`src/rtl/dmp_pkg.sv`:
```
package dmp_pkg;
   typedef enum logic {
      PS_IDLE = 1'b0,
      PS_BUSY = 1'b1
   } port_state_e;

   localparam logic DIR_WRITE = 1'b1;
   localparam logic DIR_READ  = 1'b0;
endpackage

```
`src/rtl/dmp_hold.sv`:
```
module dmp_hold #(
   parameter int AW = 16,
   parameter int DW = 16
) (
   input  logic          clk,
   input  logic          rst_n,
   input  logic          lock,
   input  logic          a_stb,
   input  logic [AW-1:0] a_in,
   input  logic          d_stb,
   input  logic [DW-1:0] d_in,
   input  logic          w_stb,
   input  logic          w_in,
   output logic [AW-1:0] addr_q,
   output logic [DW-1:0] wdata_q,
   output logic          we_q
);
   // Each field has an independent strobe; all of them are frozen while locked.
   always_ff @(posedge clk) begin
      if (!rst_n) begin
         addr_q  <= '0;
         wdata_q <= '0;
         we_q    <= dmp_pkg::DIR_READ;
      end else if (!lock) begin
         if (a_stb) addr_q  <= a_in;
         if (d_stb) wdata_q <= d_in;
         if (w_stb) we_q    <= w_in;
      end
   end

   p_locked_r3: assert property (@(posedge clk) disable iff (!rst_n)
      lock |=> $stable({addr_q, wdata_q, we_q}))
      else $error("staged fields changed during an access");
endmodule

```
`src/rtl/dmp_dregs.sv`:
```
module dmp_dregs #(
   parameter int DW   = 16,
   parameter int NREG = 5,
   parameter int IW   = 3
) (
   input  logic          clk,
   input  logic          rst_n,
   input  logic          wr_en,
   input  logic [IW-1:0] idx,
   input  logic [DW-1:0] wdata,
   output logic [DW-1:0] rdata,
   output logic          cfg_bit0
);
   logic [DW-1:0] rvec [NREG];

   for (genvar g = 0; g < NREG; g++) begin : g_reg
      logic [DW-1:0] q;
      always_ff @(posedge clk) begin
         if (!rst_n)                         q <= '0;
         else if (wr_en && idx == IW'(g))    q <= wdata;
      end
      assign rvec[g] = q;
   end

   // Unimplemented indices read as zero.
   always_comb begin
      rdata = '0;
      for (int i = 0; i < NREG; i++)
         if (idx == IW'(i)) rdata = rvec[i];
   end

   assign cfg_bit0 = rvec[0][0];
endmodule

```
`src/rtl/dmp_arb.sv`:
```
module dmp_arb #(
   parameter int AW = 16,
   parameter int DW = 16
) (
   input  logic          clk,
   input  logic          rst_n,
   input  logic          cpu_first,
   input  logic          dbg_req,
   input  logic          dbg_we,
   input  logic [AW-1:0] dbg_addr,
   input  logic [DW-1:0] dbg_wdata,
   output logic          dbg_fire,
   input  logic          cpu_req,
   input  logic          cpu_we,
   input  logic [AW-1:0] cpu_addr,
   input  logic [DW-1:0] cpu_wdata,
   output logic [DW-1:0] cpu_rdata,
   output logic          cpu_wait,
   output logic          bus_valid,
   output logic          bus_we,
   output logic [AW-1:0] bus_addr,
   output logic [DW-1:0] bus_wdata,
   input  logic [DW-1:0] bus_rdata,
   input  logic          bus_ready
);
   logic dbg_gnt;
   logic cpu_gnt;

   assign dbg_gnt   = dbg_req & ~(cpu_first & cpu_req);
   assign cpu_gnt   = cpu_req & ~dbg_gnt;
   assign bus_valid = dbg_gnt | cpu_gnt;
   assign bus_we    = dbg_gnt ? dbg_we    : (cpu_gnt & cpu_we);
   assign bus_addr  = dbg_gnt ? dbg_addr  : cpu_addr;
   assign bus_wdata = dbg_gnt ? dbg_wdata : cpu_wdata;
   assign dbg_fire  = dbg_gnt & bus_ready;
   assign cpu_wait  = cpu_req & ~(cpu_gnt & bus_ready);
   assign cpu_rdata = bus_rdata;

   p_dbg_wins_r4: assert property (@(posedge clk) disable iff (!rst_n)
      (dbg_req && cpu_req && !cpu_first) |-> (cpu_wait && bus_addr == dbg_addr))
      else $error("debug side lost a default-priority conflict");

   p_cpu_wins_r5: assert property (@(posedge clk) disable iff (!rst_n)
      (dbg_req && cpu_req && cpu_first) |-> !dbg_fire)
      else $error("debug side fired against a prioritized processor");

   p_stall_r6: assert property (@(posedge clk) disable iff (!rst_n)
      (cpu_req && !bus_ready) |-> cpu_wait)
      else $error("processor not stalled while bus not ready");
endmodule

```
`src/rtl/dbg_mem_port.sv`:
```
module dbg_mem_port #(
   parameter int          AW          = 16,
   parameter int          DW          = 16,
   parameter int          TAG_W       = 4,
   parameter logic [3:0]  DREG_TAG    = 4'hF,
   parameter int          NREG        = 5,
   parameter int          DREG_IW     = 3,
   parameter bit          PRIO_CFG_EN = 1'b1
) (
   input  logic          clk,
   input  logic          rst_n,
   input  logic          ld_addr_stb,
   input  logic [AW-1:0] ld_addr,
   input  logic          ld_data_stb,
   input  logic [DW-1:0] ld_data,
   input  logic          ld_dir_stb,
   input  logic          ld_dir,
   input  logic          go,
   output logic          done,
   output logic [DW-1:0] rd_data,
   input  logic          cpu_req,
   input  logic          cpu_we,
   input  logic [AW-1:0] cpu_addr,
   input  logic [DW-1:0] cpu_wdata,
   output logic [DW-1:0] cpu_rdata,
   output logic          cpu_wait,
   output logic          bus_valid,
   output logic          bus_we,
   output logic [AW-1:0] bus_addr,
   output logic [DW-1:0] bus_wdata,
   input  logic [DW-1:0] bus_rdata,
   input  logic          bus_ready
);
   import dmp_pkg::*;

   localparam int TAG_LSB = AW - TAG_W;

   if (TAG_W < 1 || TAG_W > 4 || TAG_W >= AW) begin : g_bad_tag
      $error("TAG_W must be 1..4 and narrower than AW");
   end
   if (NREG < 1 || NREG > (1 << DREG_IW)) begin : g_bad_nreg
      $error("NREG must fit in the DREG_IW index field");
   end
   if (DREG_IW >= TAG_LSB) begin : g_bad_iw
      $error("register index overlaps the region tag");
   end

   port_state_e   state;
   logic          busy;
   logic [AW-1:0] h_addr;
   logic [DW-1:0] h_wdata;
   logic          h_we;
   logic          in_dreg;
   logic          dreg_fire;
   logic          mem_fire;
   logic          finish;
   logic [DW-1:0] dreg_rdata;
   logic          cfg_bit0;
   logic          cpu_first;

   assign busy = (state == PS_BUSY);

   dmp_hold #(.AW(AW), .DW(DW)) u_hold (
      .clk(clk), .rst_n(rst_n), .lock(busy),
      .a_stb(ld_addr_stb), .a_in(ld_addr),
      .d_stb(ld_data_stb), .d_in(ld_data),
      .w_stb(ld_dir_stb),  .w_in(ld_dir),
      .addr_q(h_addr), .wdata_q(h_wdata), .we_q(h_we)
   );

   assign in_dreg   = (h_addr[AW-1:TAG_LSB] == DREG_TAG[TAG_W-1:0]);
   assign dreg_fire = busy & in_dreg;

   dmp_dregs #(.DW(DW), .NREG(NREG), .IW(DREG_IW)) u_dregs (
      .clk(clk), .rst_n(rst_n),
      .wr_en(dreg_fire & h_we),
      .idx(h_addr[DREG_IW-1:0]),
      .wdata(h_wdata),
      .rdata(dreg_rdata),
      .cfg_bit0(cfg_bit0)
   );

   if (PRIO_CFG_EN) begin : g_prio_cfg
      assign cpu_first = cfg_bit0;
   end else begin : g_prio_fixed
      assign cpu_first = 1'b0;
   end

   dmp_arb #(.AW(AW), .DW(DW)) u_arb (
      .clk(clk), .rst_n(rst_n), .cpu_first(cpu_first),
      .dbg_req(busy & ~in_dreg), .dbg_we(h_we),
      .dbg_addr(h_addr), .dbg_wdata(h_wdata), .dbg_fire(mem_fire),
      .cpu_req(cpu_req), .cpu_we(cpu_we), .cpu_addr(cpu_addr),
      .cpu_wdata(cpu_wdata), .cpu_rdata(cpu_rdata), .cpu_wait(cpu_wait),
      .bus_valid(bus_valid), .bus_we(bus_we), .bus_addr(bus_addr),
      .bus_wdata(bus_wdata), .bus_rdata(bus_rdata), .bus_ready(bus_ready)
   );

   assign finish = dreg_fire | mem_fire;

   always_ff @(posedge clk) begin
      if (!rst_n) begin
         state   <= PS_IDLE;
         done    <= 1'b0;
         rd_data <= '0;
      end else begin
         done <= finish;
         if (finish) begin
            state <= PS_IDLE;
            if (h_we == DIR_READ)
               rd_data <= in_dreg ? dreg_rdata : bus_rdata;
         end else if (go && !busy) begin
            state <= PS_BUSY;
         end
      end
   end

   p_done_pulse_r7: assert property (@(posedge clk) disable iff (!rst_n)
      done |=> !done)
      else $error("done held longer than one cycle");

   p_dreg_quiet_r8: assert property (@(posedge clk) disable iff (!rst_n)
      (dreg_fire && !cpu_req) |-> !bus_valid)
      else $error("register access reached the shared bus");

   p_dreg_fast_r8: assert property (@(posedge clk) disable iff (!rst_n)
      dreg_fire |=> (done && !busy))
      else $error("register access did not finish in one cycle");
endmodule

```
`config.mk`:
```
export PLATFORM = sky130hd
export DESIGN_NAME = dbg_mem_port
export DESIGN_NICKNAME = d
export VERILOG_FILES = /design/src/rtl/dmp_pkg.sv /design/src/rtl/dmp_hold.sv /design/src/rtl/dmp_dregs.sv /design/src/rtl/dmp_arb.sv /design/src/rtl/dbg_mem_port.sv
export SDC_FILE = /design/constraint.sdc
export NUM_CORES = 1
export LEC_CHECK = 0
export ABC_AREA = 1
export BUFFER_PORTS_ARGS = -buffer_cell sky130_fd_sc_hd__buf_2
export CAP_MARGIN = 20
export CORE_MARGIN = 2
export CORE_UTILIZATION = 45
export DETAILED_ROUTE_END_ITERATION = 6
export PLACE_DENSITY = 0.78
export SLEW_MARGIN = 20
export SYNTH_ARGS = -nofsm -noshare
export SYNTH_HDL_FRONTEND = slang
export SYNTH_SLANG_ARGS = --single-unit
export TNS_END_PERCENT = 10
```
`constraint.sdc`:
```
create_clock -name clk -period 2.4 [get_ports clk]
set_clock_uncertainty 0.2 [all_clocks]
set_input_delay 0.24 -clock clk [delete_from_list [all_inputs] [get_ports clk]]
set_output_delay 0.24 -clock clk [all_outputs]
set_load 0.01 [all_outputs]
```
Word level (Yosys, flattened, before mapping)
Index checks and enable logic that the tools add are counted.
Widths: inputs -> output; s select.
- bitwise gates (word level): 19
- equal/unequal tests: 5
- mux-type cells: 9
- reductions and logical operators: 13
- $mul: 0
- add/subtract/negate cells: 0
- shifts and indexed selects: 0
- $lt $le $gt $ge: 0
- div/mod/pow operators: 0
- operators with widths (cell ; number):
    $mux 16 ; 8
    $and 1x1->1 ; 10
    $reduce_and 2->1 ; 4
    $not 1->1 ; 7
    $eq 3x2->1 const B ; 2
    $logic_and 1x1->1 ; 6
    $eq 4x4->1 const B ; 1
    $eq 3x1->1 const B ; 1
    $eq 3x3->1 const B ; 1
    $logic_not 3->1 ; 1
    $or 1x1->1 ; 2
    $reduce_or 2->1 ; 1
    $logic_not 1->1 ; 1
    $mux 1 ; 1
- memories kept: 0
- ROM bits: 0
- word-level logic and storage cells: 57
- memory bits (writable): 0
- output and inout bits: 68
- bits in latches: 0
- flip-flop bits (word level): 131
- bits of input ports: 90

Logic depth before layout (Yosys ltp)
Gate-level depths: netlist of run 1.
- depth in word-level cells: 9
- depth in mapped cells: 10
- gate-level depth less buffers: 9

By module
Synthesis of run 1 repeated with hierarchy kept, for this count alone.
- cells, all modules: 1111
- area, all modules: 6990.5 µm²
- modules (own cells, without submodules) (module ; times used ; seq. area each (µm²) ; cells an instance ; area each (µm²)):
    dmp_dregs ; 1 ; 1601.5 ; 593 ; 3726.1
    dmp_hold ; 1 ; 660.6 ; 216 ; 1534.0
    dbg_mem_port ; 1 ; 360.3 ; 168 ; 1042.2
    dmp_arb ; 1 ; 0.0 ; 134 ; 688.2

Worst setup path before layout of run 1
Ideal clock, no wire load.
- path type: flip-flop to output port
- start: register u_hold.addr_q[14]
- end: output bus_addr[14]
- path slack: 0.643 ns
- buffers on the path: 2
- required time: 1.960 ns
- stages on the path, launching flop included: 8
- arrival: 1.317 ns
- cells stage by stage: dfxtp_1 nand2_2 inv_1 nand2_4 nand3_2 buf_2 buf_2 o21ai_0
- cells in the longest elaborated chain, start to end: 5
- ends and longest elaborated chain (item ; line ; text):
    start: declaration ; dmp_hold.sv:14 ; output logic [AW-1:0] addr_q,
    start signal: assignment ; dmp_hold.sv:25 ; if (a_stb) addr_q <= a_in;
    $eq 4x4->1 ; dbg_mem_port.sv:71 ; assign in_dreg = (h_addr[AW-1:TAG_LSB] == DREG_TAG[TAG_W-1:0]);
    $not 1->1 ; dbg_mem_port.sv:91 ; .dbg_req(busy & ~in_dreg), .dbg_we(h_we),
    $and 1x1->1 ; dbg_mem_port.sv:91 ;
    $and 1x1->1 ; dmp_arb.sv:29 ; assign dbg_gnt = dbg_req & ~(cpu_first & cpu_req);
    $mux 16 (*) ; dmp_arb.sv:33 ; assign bus_addr = dbg_gnt ? dbg_addr : cpu_addr;
    end: declaration ; dbg_mem_port.sv:29 ; output logic [AW-1:0] bus_addr,
Every way passes the cells marked *; elsewhere a longest branch is shown, timed or not.

Worst setup path in the final report of run 1
- start: register u_hold.addr_q[13]
- end: output bus_wdata[15]
- cells in the longest elaborated chain, start to end: 5
- ends and longest elaborated chain (item ; line ; text):
    $eq 4x4->1 ; dbg_mem_port.sv:71 ;
    $not 1->1 ; dbg_mem_port.sv:91 ;
    $and 1x1->1 ; dbg_mem_port.sv:91 ;
    $and 1x1->1 ; dmp_arb.sv:29 ;
    $mux 16 ; dmp_arb.sv:34 ; assign bus_wdata = dbg_gnt ? dbg_wdata : cpu_wdata;
    end: declaration ; dbg_mem_port.sv:30 ; output logic [DW-1:0] bus_wdata,
Every way passes these cells.

==> results of run 1 <==
==> cells in the mapped netlist (12+ instances only) <==
| master | number |
|---|---|
| dfxtp_1 | 131 |
| clkbuf_1 | 26 |
| nor2_1 | 65 |
| buf_4 | 18 |
| a21oi_1 | 114 |
| nand3_1 | 51 |
| buf_2 | 21 |
| o21ai_1 | 23 |
| nand4_1 | 32 |
| buf_6 | 12 |
| nand2_1 | 87 |
| o21ai_0 | 156 |
| inv_1 | 66 |
==> metal layers <==
metal / vias to the layer above / part of all wire (%)
met1: 2750 / 44
met4: 0 / 3.1
met2: 269 / 45
li1: 3112 / -
met5: - / 0
met3: 40 / 8.2
==> final cells by class <==
cell class,instances,area (um^2)
Fill cell,1181,5330
Multi-Input combinational cell,546,2700
Sequential cell,131,2620
Timing Repair Buffer,230,1500
Clock buffer,21,450
Inverter,69,259
Tap cell,176,220
Clock inverter,11,111
==> per-stage QoR <==
step                      utilization (%)  area (um^2)  setup slack, ps
after floorplan                         -         6070              643
after global placement               51.5         6790              416
after detailed placement             51.5         6790              353
after CTS                            59.4         7830             90.8
after global routing                 59.6         7860             96.0
final                                59.6         7860              185
==> sequential cells by signal, indices dropped and copies added (netlist names) <==
signal          flops
busy                1
done                1
rd_data            16
u_hold.we_q         1
u_hold.addr_q      16
u_hold.wdata_q     16
u_dregs.g.q        80
==> cells in the final DEF (no fill, tap or decap), types with 4 or more instances in the layout <==
| cell | Yosys | routed |
|---|---|---|
| buf_2 | 21 | 157 |
| nand3_1 | 51 | 51 |
| nor2_4 | 6 | 6 |
| inv_1 | 66 | 66 |
| buf_4 | 18 | 22 |
| clkbuf_16 | 0 | 18 |
| o21ai_1 | 23 | 23 |
| clkinv_2 | 0 | 7 |
| dfxtp_1 | 131 | 131 |
| a21oi_1 | 114 | 114 |
| nand2_4 | 4 | 4 |
| nand2_1 | 87 | 87 |
| nand4_1 | 32 | 32 |
| o21ai_0 | 156 | 156 |
| dlygate4sd3_1 | 0 | 48 |
| nor2_1 | 65 | 65 |
==> kinds of logic after synthesis <==
group | after synthesis | synth area share (%)
and+or+nand+nor | 252 | 20.2
AOI/OAI and AO/OA | 294 | 24.3
buffers and inverters | 149 | 12.2
DFF | 131 | 43.2
==> report_power, final <==
group / switching [mW] / leakage (nW) / internal [mW]
Sequential: 0.0352 / 1.06 / 2.24
Clock: 0.934 / 0.280 / 1.54
Combinational: 0.477 / 2.18 / 0.300
==> worst max-delay path by stage <==
stage	from	slack, ps	depth (start not counted)	end
2_1_floorplan	u_hold.addr_q[14]	640	7	bus_addr[14]
3_3_place_gp	u_hold.addr_q[0]	420	5	u_dregs.g_reg[2].q[14]
3_5_place_dp	u_hold.addr_q[0]	350	5	u_dregs.g_reg[2].q[13]
4_1_cts	u_hold.addr_q[14]	90	7	bus_addr[1]
5_1_grt	u_hold.addr_q[13]	100	7	bus_wdata[15]
6_report	u_hold.addr_q[13]	190	7	bus_wdata[15]
==> critical path: stages, from the launching register on <==
cell and delay, ps:
dfxtp_1 310, nand2_2 120, inv_1 90, nand2_4 70, nand3_2 110, buf_12 210, o21ai_0 240, buf_2 190
==> repair_timing <==
action | 4_1_cts | 5_1_grt
hold endpoints to repair | 47 | 0
setup buffers | 0 | 1
endpoints found under the setup margin | 0 | 18
hold buffers | 48 | 0
==> results.sh, run 1 <==
export IMPL_hold_ws_ps=19.1
export IMPL_placed_cells=1102
export IMPL_end_kind="primary output"
export IMPL_crit_type="reg2out"
export IMPL_yosys_area_top_type="dfxtp_1"
export IMPL_rsz0062_at_grt="false"
export IMPL_vias=6171
export IMPL_cts_buffers=17
export IMPL_clk_pin_slew_ps=60
export IMPL_worstSetupStartpointType="flop"
export IMPL_rr_worst_depth=5
export IMPL_synth_top_cell_area_share_pct=43.2
export IMPL_start_util_pct=46.0
export IMPL_layout_drive_gt1_share_pct=22.8
export IMPL_min_period_ps=2210
export IMPL_fin_crit_sh_pct=92.3
export IMPL_netlist_area_um2=6070
export IMPL_grt_max_degree=132
export IMPL_area_growth_pct=29.6
export IMPL_busiest_layer="met2"
export IMPL_use_met1_pct=33.0
export IMPL_worst_slew_pin_slew_ps=623
export IMPL_ys_warn_count=0
export IMPL_clock_sinks=131
export IMPL_syn_area_per_cell_um2=7.35
export IMPL_antenna_found_initial=0
export IMPL_htree_levels=4
export IMPL_grtUsageTotal_pct=25.0
export IMPL_ios=158
export IMPL_yosys_top_cells_area="dfxtp_1 43%, o21ai_0 13%, a21oi_1 9.4%, nand2_1 5.4%, nand3_1 4.2%"
export IMPL_drc_errors=0
export IMPL_clk_path_buf_depth=2
export IMPL_grt_pass1_wl_mm=28.1
export IMPL_async_reset_ff_share_pct=0
export IMPL_drtIter0Drc=741
export IMPL_die_y_um=120
export IMPL_slew_viol_final=0
export IMPL_whs_path_depth=5
export IMPL_fin_total_pwr_mw=5.53
export IMPL_synthesis_nets=916
export IMPL_ir_worst_vdd_mv=0.545
export IMPL_syn_inst=826
export IMPL_synth_ff_type="dfxtp_1"
export IMPL_ff2ff_setup_slack_ps=270
export IMPL_hold_path_endpoint="rd_data[6]"
export IMPL_max_cap_viol_count=0
export IMPL_layoutNonFillerInstCount=1184
export IMPL_fp_row_count=42
export IMPL_synth_distinct_cells=24
export IMPL_cp_max_fo=34
export IMPL_antenna_diode_count=0
export IMPL_die_area_um2=14400
export IMPL_worstReg2RegStart="u_hold.addr_q[0]"
export IMPL_min_from="bus_rdata[6]"
export IMPL_gp_congestion=0.928
export IMPL_ys_seq_area_share_pct=43.2
export IMPL_power_leakage_nw=3.53
export IMPL_io_buffers=157
export IMPL_powerDensity_nw_per_um2=703
export IMPL_wl_per_cell_um=15.4
export IMPL_nets=1085
export IMPL_die_w_um=120
export IMPL_core_um2=13200
export IMPL_rr_endpoint="u_dregs.g_reg[2].q[14]"
export IMPL_first_pass_iters=5
export IMPL_drt_wl_total_mm=18.3
export IMPL_vias_per_cell=5.21
export IMPL_arrival_ps=1770
export IMPL_clk_latency_ps=410
export IMPL_max_freq_ghz=0.451
export IMPL_hold_violations=0
export IMPL_slew_headroom_pct=58.3
export IMPL_synth_seq_cells=131
export IMPL_critPathRequiredTime_ps=1960
export IMPL_grt_met3_usage_pct=6.99
export IMPL_detail_route_antenna_nets=0
export IMPL_grt_pass1_vias=5501
export IMPL_setup_viol=0
export IMPL_grt_overflow=0
export IMPL_root_buffer="clkbuf_16"
export IMPL_use_met2_pct=38.4
export IMPL_tns_ps=0
export IMPL_cts_resized=0
export IMPL_hp_class="in2reg"
export IMPL_cts_tree="done"
export IMPL_synth_edff_count=0
export IMPL_status="completed"
export IMPL_hpwl_mm=11.9
(Power assumes the default switching activity.)
==> run 2: changes to the inputs <==
--- a/config.mk
+++ b/config.mk
@@ -8,10 +8,12 @@
 export ABC_AREA = 1
 export BUFFER_PORTS_ARGS = -buffer_cell sky130_fd_sc_hd__buf_2
 export CAP_MARGIN = 20
+export CELL_PAD_IN_SITES_DETAIL_PLACEMENT = 1
+export CELL_PAD_IN_SITES_GLOBAL_PLACEMENT = 1
 export CORE_MARGIN = 2
-export CORE_UTILIZATION = 45
+export CORE_UTILIZATION = 40
 export DETAILED_ROUTE_END_ITERATION = 6
-export PLACE_DENSITY = 0.78
+export PLACE_DENSITY = 0.92
 export SLEW_MARGIN = 20
 export SYNTH_ARGS = -nofsm -noshare
 export SYNTH_HDL_FRONTEND = slang
==> run 2 against run 1 <==
Register-to-register slack worse by 140 ps. Non-clock buffer count decreased by 9. Utilization is 7.5 points lower. Worst hold slack got worse by 16 ps. Critical path depth unchanged. Largest power group unchanged.
==> results.sh, run 2 (synthesis results as in run 1) <==
export IMPL_status="completed"
export IMPL_hold_ws_ps=2.77
export IMPL_drtIter0Drc=470
export IMPL_drt_wl_total_mm=22.9
export IMPL_arrival_ps=1920
export IMPL_die_y_um=127
export IMPL_power_leakage_nw=3.51
export IMPL_io_buffers=157
export IMPL_setup_viol=0
export IMPL_cts_buffers=17
export IMPL_hpwl_mm=12.8
export IMPL_crit_type="reg2out"
export IMPL_die_w_um=127
export IMPL_rsz0062_at_grt="true"
export IMPL_crit_family="buffers and inverters"
export IMPL_max_cap_viol_count=0
export IMPL_seqCellArea_um2=2620
export IMPL_grtUsageTotal_pct=28.8
export IMPL_critPathMaxStageDelay_ps=320
export IMPL_grt_pass1_wl_mm=36.6
export IMPL_grt_overflow=0
export IMPL_rr_worst_depth=7
export IMPL_htree_levels=4
export IMPL_worstReg2RegStart="u_hold.addr_q[13]"
export IMPL_largest_register_ffs=80
export IMPL_first_pass_iters=6
export IMPL_layout_drive_gt1_share_pct=22.5
export IMPL_vias_per_cell=5.57
export IMPL_fill_cells=1882
export IMPL_nets=1076
export IMPL_cp_max_fo=34
export IMPL_clk_latency_ps=430
export IMPL_wl_per_cell_um=19.3
export IMPL_final_cell_mix="156 x buf_2, 154 x o21ai_0, 130 x dfxtp_1"
export IMPL_hold_violations=0
export IMPL_fp_row_count=45
export IMPL_cts_tree="done"
export IMPL_clock_sinks=131
export IMPL_placed_area_um2=6790
export IMPL_crit_path_end="bus_we"
export IMPL_slew_headroom_pct=63.5
export IMPL_max_freq_ghz=0.424
export IMPL_placed_cells=1110
export IMPL_core_um2=15000
export IMPL_worstPathCellList="nand2_2 > inv_1 > nand2_4 > nand3_2 > buf_12 > o21ai_0 > buf_2"
export IMPL_critPathRequiredTime_ps=1960
export IMPL_rr_endpoint="u_dregs.g_reg[4].q[2]"
export IMPL_grt_pass1_vias=6866
export IMPL_layoutNonFillerInstCount=1188
export IMPL_slew_viol_final=0
export IMPL_ios=158
export IMPL_drc_errors=0
export IMPL_post_place_ws_ps=352
export IMPL_min_period_ps=2360
export IMPL_area_growth_pct=29.0
export IMPL_hp_class="in2reg"
export IMPL_die_area_um2=16200
export IMPL_worst_slew_pin_slew_ps=547
export IMPL_top_register="u_dregs.g.q"
export IMPL_ff2ff_setup_slack_ps=130
export IMPL_multi_input_area_um2=2700
export IMPL_clk_path_buf_depth=2
export IMPL_design_area_um2=7830
export IMPL_fin_ws_ps=43.0
export IMPL_vias=6622
export IMPL_fin_crit_sh_pct=98.2
export IMPL_ir_worst_vdd_mv=0.482
export IMPL_end_kind="primary output"
export IMPL_detail_route_antenna_nets=0
export IMPL_crit_slowest_cell="dfxtp_1"
export IMPL_clk_pin_slew_ps=60
export IMPL_critPathLaunch="u_hold.addr_q[13]"
export IMPL_root_buffer="clkbuf_16"
export IMPL_antenna_found_initial=2
export IMPL_grt_max_degree=132
export IMPL_crit_buf_inv=3
export IMPL_crit_cells=7
export IMPL_layout_commonest_cell="buf_2"
export IMPL_worstSetupStartpointType="flop"
export IMPL_start_util_pct=40.4
export IMPL_powerDensity_nw_per_um2=717
export IMPL_gp_congestion=0.768
## run 2: routing by layer
| metal | routed length [um] | GRT usage [%] | vias up |
|---|---|---|---|
| li1 | - | - | 3096 |
| met5 | 0 | 0 | - |
| met1 | 9470 | 33.5 | 3227 |
| met4 | 848 | 14.9 | 0 |
| met3 | 1280 | 6.74 | 55 |
| met2 | 11300 | 49.4 | 244 |
## run 2: how the worst min path moves through the flow
stage	start	endpoint	slack, ps	cells after the start
final	bus_rdata[1]	rd_data[1]	3	5
after global routing	bus_rdata[1]	rd_data[1]	20	5
after CTS	bus_rdata[3]	rd_data[3]	0.08	5
after detailed placement	u_hold.addr_q[11]	u_hold.addr_q[11]	250	2
after global placement	u_hold.addr_q[5]	u_hold.addr_q[5]	240	2
after floorplan	ld_dir_stb	u_hold.we_q	200	2
## run 2: metrics by stage
step	total power [mW]	TNS, ps	util (%)
2_1_floorplan	2.73	0	-
4_1_cts	5.58	0	52.1
6_report	5.61	0	52.1
3_5_place_dp	3.01	0	45.2
5_1_grt	5.82	-16.8	52.1
3_3_place_gp	2.99	0	45.2
## run 2: power breakdown
part | switching, mW | internal, mW | total [mW]
sequential | 0.0366 | 2.24 | 2.28
combinational | 0.507 | 0.288 | 0.795
clock | 0.961 | 1.58 | 2.54
## run 2: area by class of cell
cell class,instances,area share (%)
multi-input combinational,546,34.5
clock inverter,4,0.575
inverter,69,3.31
timing repair buffer,221,18.3
clock buffer,27,6.68
sequential,131,33.5
tap,188,3.01
antenna,2,0.0639
## run 2: timing repair
| item | 4_1_cts | 5_1_grt |
|---|---|---|
| setup buffers | 1 | 0 |
| hold buffers | 43 | 0 |
| cloned | 1 | 0 |
| resized for setup | 0 | 4 |
| pin swaps | 1 | 0 |
| endpoints found under the hold margin | 42 | 0 |
| setup endpoints to repair | 1 | 16 |
## run 2: tightest hold or removal path, cell delays in order
cell	delay [ps]
buf_2	90
nand2_1	50
nand3_1	80
nor2_1	40
nor2_1	90
